===== src/rtl/ptw_pkg.sv =====
package ptw_pkg;
  localparam int AW           = 32;
  localparam int DIR_W        = 12;
  localparam int PT_W         = 8;
  localparam int OFF_W        = 12;
  localparam int ACI_W        = 4;
  localparam int ACI_LSB      = 4;
  localparam int DTE_ADDR_LSB = 10;
  localparam int PTE_VLD_BIT  = 1;
  localparam int ENT_LOG2     = 2;

  localparam logic [AW-1:0] DTE_ADDR_MASK = ~((AW'(1) << DTE_ADDR_LSB) - AW'(1));
  localparam logic [AW-1:0] DTE_ATTR_MASK = AW'(3);
  localparam logic [AW-1:0] DTE_ATTR_OK   = AW'(1);
  localparam logic [AW-1:0] OFF_MASK      = (AW'(1) << OFF_W) - AW'(1);
  localparam logic [AW-1:0] PAGE_MASK     = ~OFF_MASK;
  localparam logic [AW-1:0] PT_IDX_MASK   = (AW'(1) << PT_W) - AW'(1);
  localparam logic [AW-1:0] PTE_VLD_MASK  = AW'(1) << PTE_VLD_BIT;

  typedef enum logic [1:0] {S_IDLE, S_DIR, S_PTE, S_RSP} walk_state_e;

  function automatic logic [AW-1:0] f_dte_addr(input logic [AW-1:0] base,
                                               input logic [AW-1:0] va);
    return base + ((va >> (PT_W + OFF_W)) << ENT_LOG2);
  endfunction

  function automatic logic [AW-1:0] f_pte_addr(input logic [AW-1:0] dte,
                                               input logic [AW-1:0] va);
    return (dte & DTE_ADDR_MASK) + (((va >> OFF_W) & PT_IDX_MASK) << ENT_LOG2);
  endfunction

  function automatic logic f_dte_ok(input logic [AW-1:0] dte);
    return (dte & DTE_ATTR_MASK) == DTE_ATTR_OK;
  endfunction

  function automatic logic f_pte_ok(input logic [AW-1:0] pte);
    return (pte & PTE_VLD_MASK) != '0;
  endfunction

  function automatic logic [AW-1:0] f_phys(input logic [AW-1:0] pte,
                                           input logic [AW-1:0] va);
    return (pte & PAGE_MASK) | (va & OFF_MASK);
  endfunction

  function automatic logic [ACI_W-1:0] f_aci(input logic [AW-1:0] pte);
    return ACI_W'(pte >> ACI_LSB);
  endfunction
endpackage


===== src/rtl/ptw_req_latch.sv =====
module ptw_req_latch
  import ptw_pkg::*;
(
  input  logic          clk,
  input  logic          rst_n,
  input  logic          fire,
  input  logic [AW-1:0] va_in,
  input  logic [AW-1:0] base_in,
  output logic [AW-1:0] walk_va,
  output logic [AW-1:0] walk_base
);
  always_ff @(posedge clk or negedge rst_n) begin
    if (!rst_n) begin
      walk_va   <= '0;
      walk_base <= '0;
    end else if (fire) begin
      walk_va   <= va_in;
      walk_base <= base_in;
    end
  end
endmodule


===== src/rtl/ptw_walk_ctrl.sv =====
module ptw_walk_ctrl
  import ptw_pkg::*;
(
  input  logic             clk,
  input  logic             rst_n,
  input  logic             fire,
  input  logic             walk_en,
  input  logic [AW-1:0]    req_va,
  input  logic [AW-1:0]    walk_va,
  input  logic             rd_dv,
  input  logic [AW-1:0]    rd_data,
  output walk_state_e      state,
  output logic [AW-1:0]    dte_q,
  output logic [AW-1:0]    rsp_pa,
  output logic [ACI_W-1:0] rsp_aci,
  output logic             rsp_l1,
  output logic             rsp_l2,
  output logic             rsp_bypass,
  output logic             l1_hit,
  output logic             l2_hit
);
  logic dir_done, pte_done;

  assign dir_done = (state == S_DIR) && rd_dv;
  assign pte_done = (state == S_PTE) && rd_dv;
  assign l1_hit   = dir_done && !f_dte_ok(rd_data);
  assign l2_hit   = pte_done && !f_pte_ok(rd_data);

  always_ff @(posedge clk or negedge rst_n) begin
    if (!rst_n) begin
      state      <= S_IDLE;
      dte_q      <= '0;
      rsp_pa     <= '0;
      rsp_aci    <= '0;
      rsp_l1     <= 1'b0;
      rsp_l2     <= 1'b0;
      rsp_bypass <= 1'b0;
    end else begin
      unique case (state)
        S_IDLE: if (fire) begin
          if (walk_en) begin
            state <= S_DIR;
          end else begin
            state      <= S_RSP;
            rsp_pa     <= req_va;
            rsp_aci    <= '0;
            rsp_l1     <= 1'b0;
            rsp_l2     <= 1'b0;
            rsp_bypass <= 1'b1;
          end
        end
        S_DIR: if (dir_done) begin
          rsp_bypass <= 1'b0;
          if (l1_hit) begin
            state   <= S_RSP;
            rsp_pa  <= '0;
            rsp_aci <= '0;
            rsp_l1  <= 1'b1;
            rsp_l2  <= 1'b0;
          end else begin
            state <= S_PTE;
            dte_q <= rd_data;
          end
        end
        S_PTE: if (pte_done) begin
          state      <= S_RSP;
          rsp_l1     <= 1'b0;
          rsp_bypass <= 1'b0;
          if (l2_hit) begin
            rsp_pa  <= '0;
            rsp_aci <= '0;
            rsp_l2  <= 1'b1;
          end else begin
            rsp_pa  <= f_phys(rd_data, walk_va);
            rsp_aci <= f_aci(rd_data);
            rsp_l2  <= 1'b0;
          end
        end
        default: state <= S_IDLE;
      endcase
    end
  end
endmodule


===== src/rtl/ptw_fault_log.sv =====
module ptw_fault_log
  import ptw_pkg::*;
(
  input  logic          clk,
  input  logic          rst_n,
  input  logic          l1_hit,
  input  logic          l2_hit,
  input  logic [AW-1:0] walk_va,
  output logic [AW-1:0] l1_va,
  output logic [AW-1:0] l2_va
);
  always_ff @(posedge clk or negedge rst_n) begin
    if (!rst_n) begin
      l1_va <= '0;
      l2_va <= '0;
    end else begin
      if (l1_hit) l1_va <= walk_va;
      if (l2_hit) l2_va <= walk_va;
    end
  end
endmodule


===== src/rtl/ptw_walker.sv =====
module ptw_walker
  import ptw_pkg::*;
(
  input  logic             clk,
  input  logic             rst_n,
  input  logic             en,
  input  logic [AW-1:0]    base_addr,
  input  logic             req_valid,
  output logic             req_ready,
  input  logic [AW-1:0]    req_va,
  output logic             rsp_valid,
  output logic [AW-1:0]    rsp_pa,
  output logic [ACI_W-1:0] rsp_aci,
  output logic             rsp_l1_fault,
  output logic             rsp_l2_fault,
  output logic             mem_rd_valid,
  output logic [AW-1:0]    mem_rd_addr,
  input  logic             mem_rd_data_valid,
  input  logic [AW-1:0]    mem_rd_data,
  output logic [AW-1:0]    l1_fault_va,
  output logic [AW-1:0]    l2_fault_va
);
  walk_state_e   state;
  logic          fire, l1_hit, l2_hit, rsp_bypass;
  logic [AW-1:0] walk_va, walk_base, dte_q;

  assign req_ready    = (state == S_IDLE);
  assign fire         = req_valid && req_ready;
  assign rsp_valid    = (state == S_RSP);
  assign mem_rd_valid = (state == S_DIR) || (state == S_PTE);
  assign mem_rd_addr  = (state == S_DIR) ? f_dte_addr(walk_base, walk_va)
                                         : f_pte_addr(dte_q, walk_va);

  ptw_req_latch u_req (
    .clk(clk), .rst_n(rst_n), .fire(fire), .va_in(req_va), .base_in(base_addr),
    .walk_va(walk_va), .walk_base(walk_base)
  );

  ptw_walk_ctrl u_ctrl (
    .clk(clk), .rst_n(rst_n), .fire(fire), .walk_en(en), .req_va(req_va),
    .walk_va(walk_va), .rd_dv(mem_rd_data_valid), .rd_data(mem_rd_data),
    .state(state), .dte_q(dte_q), .rsp_pa(rsp_pa), .rsp_aci(rsp_aci),
    .rsp_l1(rsp_l1_fault), .rsp_l2(rsp_l2_fault), .rsp_bypass(rsp_bypass),
    .l1_hit(l1_hit), .l2_hit(l2_hit)
  );

  ptw_fault_log u_flt (
    .clk(clk), .rst_n(rst_n), .l1_hit(l1_hit), .l2_hit(l2_hit),
    .walk_va(walk_va), .l1_va(l1_fault_va), .l2_va(l2_fault_va)
  );
endmodule


===== config.mk =====
export PLATFORM = sky130hd
export DESIGN_NAME = ptw_walker
export DESIGN_NICKNAME = d
export VERILOG_FILES = /design/src/rtl/ptw_pkg.sv /design/src/rtl/ptw_req_latch.sv /design/src/rtl/ptw_walk_ctrl.sv /design/src/rtl/ptw_fault_log.sv /design/src/rtl/ptw_walker.sv
export SDC_FILE = /design/constraint.sdc
export NUM_CORES = 1
export LEC_CHECK = 0
export BUFFER_PORTS_ARGS = -buffer_cell sky130_fd_sc_hd__buf_2
export CAP_MARGIN = 20
export CORE_UTILIZATION = 35
export DETAILED_ROUTE_END_ITERATION = 8
export PLACE_DENSITY = 0.62
export SYNTH_ARGS = -nofsm -noshare
export SYNTH_HDL_FRONTEND = slang
export SYNTH_SLANG_ARGS = --single-unit

===== constraint.sdc =====
create_clock -name clk -period 2.92 [get_ports clk]
set_input_delay 0.584 -clock clk [delete_from_list [all_inputs] [get_ports clk]]
set_output_delay 0.584 -clock clk [all_outputs]
set_load 0.02 [all_outputs]

==> out/results.ini, run 1 <==
[job]
drv_cap = 0

[setup_path]
startpoint_type = register
regToRegEndpoint = u_ctrl.rsp_aci[0]
slowest_stage = or4_4
critPathArrivalTime_ns = 2.76
path_max_fanout = 12
critPathKind = reg2out
cp_num_cells = 10
reg2reg_from = u_ctrl.state[1]
cp_cell_sequence = ha_4 > fa_2 > a21o_1 > a21oi_4 > o21ai_4 > a31oi_4 > buf_12 > or4_4 > a31oi_2 > buf_4
r2r_cells = 10
timing.critical_path.to_type = primary output
path_buf_inv = 2
critPathTopFamily = compound AO/OA/AOI/OAI gates
rrSetupSlack_ns = 0.59
max_stage_delay_ns = 0.50
crit_required_ns = 2.34

[synth]
syn_nets = 880
async_reset_ff_share_pct = 100
postSynthAreaPerCell_um2 = 11.7
synth_area_um2 = 8930
synth-edff-count = 0
synthFlopType = dfrtp_1
yosysWarnings = 0
synth-seq-area-share_pct = 53.3
synth_cells = 762
synth_cell_type_count = 55
ys_seq_elements = 190

[final_layout]
post-route-util_pct = 47.9
drive_gt1_share_pct = 52.0
num-nets-final = 1156
final_area_um2 = 12000
synthToLayoutAreaGrowth_pct = 34.8

[floorplanning]
die_x_um = 162
num_io_pins = 238
coreArea_um2 = 25100
die-area_um2 = 26100
start_util_pct = 35.5
rows = 58
die_h_um = 162

[timing]
post-route-min-period_ns = 3.34
tightest_slew_ns = 0.645
fin_tns_setup_ns = -7.08
setup_viol = 25
whs_ns = 0.163
setup_slack_ns = -0.421
slew_viol_final = 0
rsz0062_at_grt = true
hold_viol = 0
slew_headroom_pct = 57.0
clock-skew-final_ns = 0.0115
max_freq_mhz = 299
finalCritPeriodShare_pct = 114

[clocking]
cts_buffers = 17
cts-root-buf = clkbuf_16
clkLatencyLatePin_ns = 0.43
path_clk_slew_ns = 0.08
htree_levels = 4
cts_buffer_depth = 2
cts_hold_buf = 0
cts.sinks = 190
cts_tree = done

[outcome]
failed_checks = negative setup slack
status = finished with violations

[placement]
routabilityCongestion = 0.834
port_buffers = 233
post-dp-hpwl_um = 18100
placed_area_um2 = 10900

[routing]
drcViolationCount = 0
drtAntennaViolNets = 0
wirelength_um = 25200
dr.pass1.iters = 4
avgViaCountPerCell = 5.05
vias = 6981
drt_iter0_markers = 234
routedWlPerCell_um = 18.2

[global_routing]
grt_pass1_vias = 6935
grt_usage_pct = 19.2
antenna_found_initial = 3
grt_overflow_total = 0
grt_start_max_net_pins = 74
grt_pass1_wl_um = 38500

[power]
irDropWorstVdd_uv = 535
p_leak_nw = 5.51
p_per_area_nw_per_um2 = 1440

[worst_hold_path]
min_path_type = in2async

==> registers in the layout (all words and copies together) (netlist names) <==
| register | count |
|---|---|
| u_ctrl.rsp_l1 | 1 |
| u_req.walk_base | 32 |
| u_req.walk_va | 32 |
| u_ctrl.rsp_aci | 4 |
| u_ctrl.rsp_l2 | 1 |
| u_flt.l1_va | 32 |
| u_ctrl.state | 2 |
| u_ctrl.dte_q | 22 |
| u_flt.l2_va | 32 |
| u_ctrl.rsp_pa | 32 |
==> Yosys cell counts (2+ instances only) <==
cell type  count  area share [%]
a2111o_1       2            0.25
a211oi_1       3            0.25
a21o_1         7            0.59
a21oi_1       80             4.5
a31oi_1       11            0.77
and2_1         5            0.35
and3_1         8            0.56
buf_1          2           0.084
buf_2         12            0.67
buf_4          2            0.17
clkbuf_1      26             1.1
dfrtp_1      190              53
ha_1          16             2.2
inv_1         15            0.63
mux2_2       158              20
nand2_1       26             1.1
nand3_1       13            0.73
nand3b_1       2            0.17
nand4_1       13            0.91
nor2_1        51             2.1
nor2b_1       37             2.6
nor3_1         9            0.50
o2111a_1       2            0.25
o2111ai_1      2            0.20
o211ai_1       3            0.25
o21a_1         4            0.34
o21ai_0       14            0.79
o21ai_1        2            0.11
o21bai_1       2            0.17
o31ai_1        8            0.67
or3_1          5            0.35
or4_1          4            0.34
xnor2_1        6            0.59
==> routing by layer <==
layer  GRT usage (%)  share of wire [%]  vias up  wire (µm)
li1                -                  -     3303          -
met1            26.6                 47     3460      11900
met2            30.1                 45      186      11400
met3            4.93                5.7       28       1440
met4            4.80                1.4        4        356
met5               0               0.12        -         31
==> final cells by class <==
class	instances	area, µm²
fill	2359	13100
clock buffer	17	425
multi-input combinational	515	4330
tap	330	413
sequential	190	4760
inverter	15	60.1
antenna	2	5.00
clock inverter	15	143
timing repair buffer	299	1890
==> per-stage QoR <==
| stage | cells | total power, mW | setup slack (ns) |
|---|---|---|---|
| finish | 1383 | 17.3 | -0.421 |
| global route | 1381 | 18.4 | -0.534 |
| CTS | 1375 | 17.0 | -0.483 |
| detailed placement | 1337 | 13.8 | -0.0917 |
| global placement | 1337 | 13.7 | -0.0732 |
| floorplan | 762 | 10.6 | 0.0305 |
==> layout by cell type, fill, tap and decap left out, types with 8 or more instances in the layout <==
cell type	n
buf_2	207
and3_1	8
buf_6	16
clkbuf_16	17
inv_1	14
nand4_1	13
mux2_2	154
nand2_1	25
a21oi_1	73
nor3_1	9
ha_1	10
nor2_1	51
nor2b_1	36
o21ai_0	8
buf_12	8
buf_4	67
dfrtp_1	188
==> report_power, final <==
part / internal (mW) / switching [mW]
combinational: 4.56 / 5.46
clock: 1.14 / 1.16
sequential: 4.00 / 0.963
total: 9.70 / 7.58
==> how the worst max path moves through the flow <==
stage,start,end,slack [ns]
2_1_floorplan,u_req.walk_va[23],mem_rd_addr[15],0.03
3_3_place_gp,u_req.walk_va[20],mem_rd_addr[10],-0.07
3_5_place_dp,u_req.walk_va[20],mem_rd_addr[10],-0.09
4_1_cts,u_req.walk_va[20],mem_rd_addr[30],-0.48
5_1_grt,u_req.walk_base[2],mem_rd_addr[24],-0.53
6_report,u_req.walk_base[2],mem_rd_addr[24],-0.42
==> cell families after synthesis <==
logic type                 after synthesis  share of synthesized area (%)
AOI/OAI and AO/OA                      152                           10.5
xor gates and xnor gates                 7                          0.687
adders and majority gates               17                           2.47
buffers and inverters                   57                           2.65
DFF                                    190                           53.3
muxes                                  159                           20.0
and+or+nand+nor                        180                           10.4
==> repair_timing <==
item	in CTS	in global routing
pin swaps	31	15
endpoints found under the setup margin	26	26
resized for setup	74	33
buffers inserted	6	7
gates cloned	0	0
No activity file was read; power rests on OpenSTA's default activity.
==> inputs of run 2 (changes only) <==
--- a/config.mk
+++ b/config.mk
@@ -7,6 +7,7 @@
 export LEC_CHECK = 0
 export BUFFER_PORTS_ARGS = -buffer_cell sky130_fd_sc_hd__buf_2
 export CAP_MARGIN = 20
+export CORE_MARGIN = 8
 export CORE_UTILIZATION = 35
 export DETAILED_ROUTE_END_ITERATION = 8
 export PLACE_DENSITY = 0.62
==> out/results.ini, run 2 (same netlist as run 1, synthesis figures left out) <==
[routing]
drcViolationCount = 0
wirelength_um = 27200
dr.pass1.iters = 7
wl_met2_um = 12900
drtAntennaViolNets = 0
drt_iter0_markers = 281
vias = 7002
route.met3.wl_um = 1710
top_layer = met5
avgViaCountPerCell = 5.08
met1_length_um = 12300
routedWlPerCell_um = 19.7

[timing]
post-route-min-period_ns = 3.34
rsz0062_at_grt = true
slew_viol_final = 0
clock-skew-final_ns = 0.0112
hold_viol = 0
finalCritPeriodShare_pct = 115
whs_ns = 0.137
fin_tns_setup_ns = -7.64
max_freq_mhz = 299
tightest_slew_ns = 0.764
setup_slack_ns = -0.424
setup_viol = 25
slew_headroom_pct = 49.1

[final_layout]
n_fill_cell = 2394
drive_gt1_share_pct = 52.2
synthToLayoutAreaGrowth_pct = 34.4
layout_common_cells = 206 x buf_2, 188 x dfrtp_1, 154 x mux2_2
n_antenna_cell = 0
num-nets-final = 1153
final-instance-count-excl-fill = 1378
final_area_um2 = 12000
layout_commonest_cell = buf_2

[setup_path]
crit_required_ns = 2.34
critPathArrivalTime_ns = 2.76
critPathKind = reg2out
path_max_fanout = 17
startpoint_type = register
timing.critical_path.to_type = primary output

[power]
p_leak_nw = 5.48
p_per_area_nw_per_um2 = 1450
irDropWorstVdd_uv = 646

[clocking]
cts.sinks = 190
htree_levels = 4
cts_buffer_depth = 2
path_clk_slew_ns = 0.08
cts_tree = done
cts-root-buf = clkbuf_16
clkLatencyLatePin_ns = 0.43
cts_buffers = 17

[outcome]
status = finished with violations
failed_checks = negative setup slack

[global_routing]
grt_pass1_vias = 7507
grt_usage_pct = 17.6
grt_start_max_net_pins = 77
antenna_found_initial = 6
grt_pass1_wl_um = 42600
grt_overflow_total = 0

[floorplanning]
rows = 58
start_util_pct = 35.5
die-area_um2 = 30900
coreArea_um2 = 25100
die_h_um = 176
num_io_pins = 238
die_x_um = 176

[job]
drv_cap = 0

[placement]
port_buffers = 233
placed_area_um2 = 10900
dp_slack_ns = -0.0720
post-dp-hpwl_um = 19800
routabilityCongestion = 0.840
dpl.cell_count = 1338

[worst_hold_path]
min_path_type = in2async

==> run 2: worst paths after layout <==
kind	from	end	slack [ns]	cells past startpoint
min	rst_n	u_ctrl.rsp_pa[19]	0.14	1
max reg2reg	u_ctrl.state[0]	u_ctrl.rsp_pa[15]	0.69	9
min in group clk	base_addr[3]	u_req.walk_base[3]	0.39	2
min reg2reg	u_flt.l1_va[30]	u_flt.l1_va[30]	0.50	1
max in group asynchronous	rst_n	u_flt.l2_va[15]	1.97	2
max	u_req.walk_va[20]	mem_rd_addr[30]	-0.42	10
==> run 2: power by group <==
group          switching (mW)  internal (mW)  leakage (nW)
registers                1.01           4.00          2.27
clock network            1.18           1.16         0.288
logic                    5.47           4.53          2.93
==> run 2: metal layers <==
layer | vias up | track usage (%)
li1 | 3284 | -
met1 | 3496 | 22.7
met2 | 182 | 28.3
met3 | 28 | 5.26
met4 | 12 | 4.77
met5 | - | 0
==> run 2: final cells by class <==
type | count | area (µm²) | share of cell area, %
Multi-Input combinational cell | 515 | 4330 | 36.1
Clock inverter | 15 | 166 | 1.39
Tap cell | 330 | 413 | 3.44
Sequential cell | 190 | 4760 | 39.7
Clock buffer | 17 | 425 | 3.55
Inverter | 15 | 56.3 | 0.469
Timing Repair Buffer | 296 | 1850 | 15.4
==> run 2: repair_timing <==
action / in CTS / in global routing
hold endpoints to repair: 0 / 0
hold buffers: 0 / 0
gates resized for setup: 81 / 30
pin swaps: 31 / 29
endpoints found under the setup margin: 26 / 26
buffers inserted: 7 / 3
==> run 2: metrics by stage <==
stage	power, mW	utilization, %
floorplan	10.6	-
global placement	13.8	43.3
detailed placement	14.0	43.3
CTS	17.2	47.1
global route	18.6	47.8
finish	17.4	47.8
==> run 2: critical path: stages (launching register included) <==
cell	delay (ns)
dfrtp_1	0.40
ha_4	0.16
fa_2	0.21
a21o_1	0.13
a21oi_2	0.07
o21ai_2	0.21
a31oi_4	0.12
buf_12	0.16
or4_4	0.51
a31oi_2	0.19
buf_4	0.16
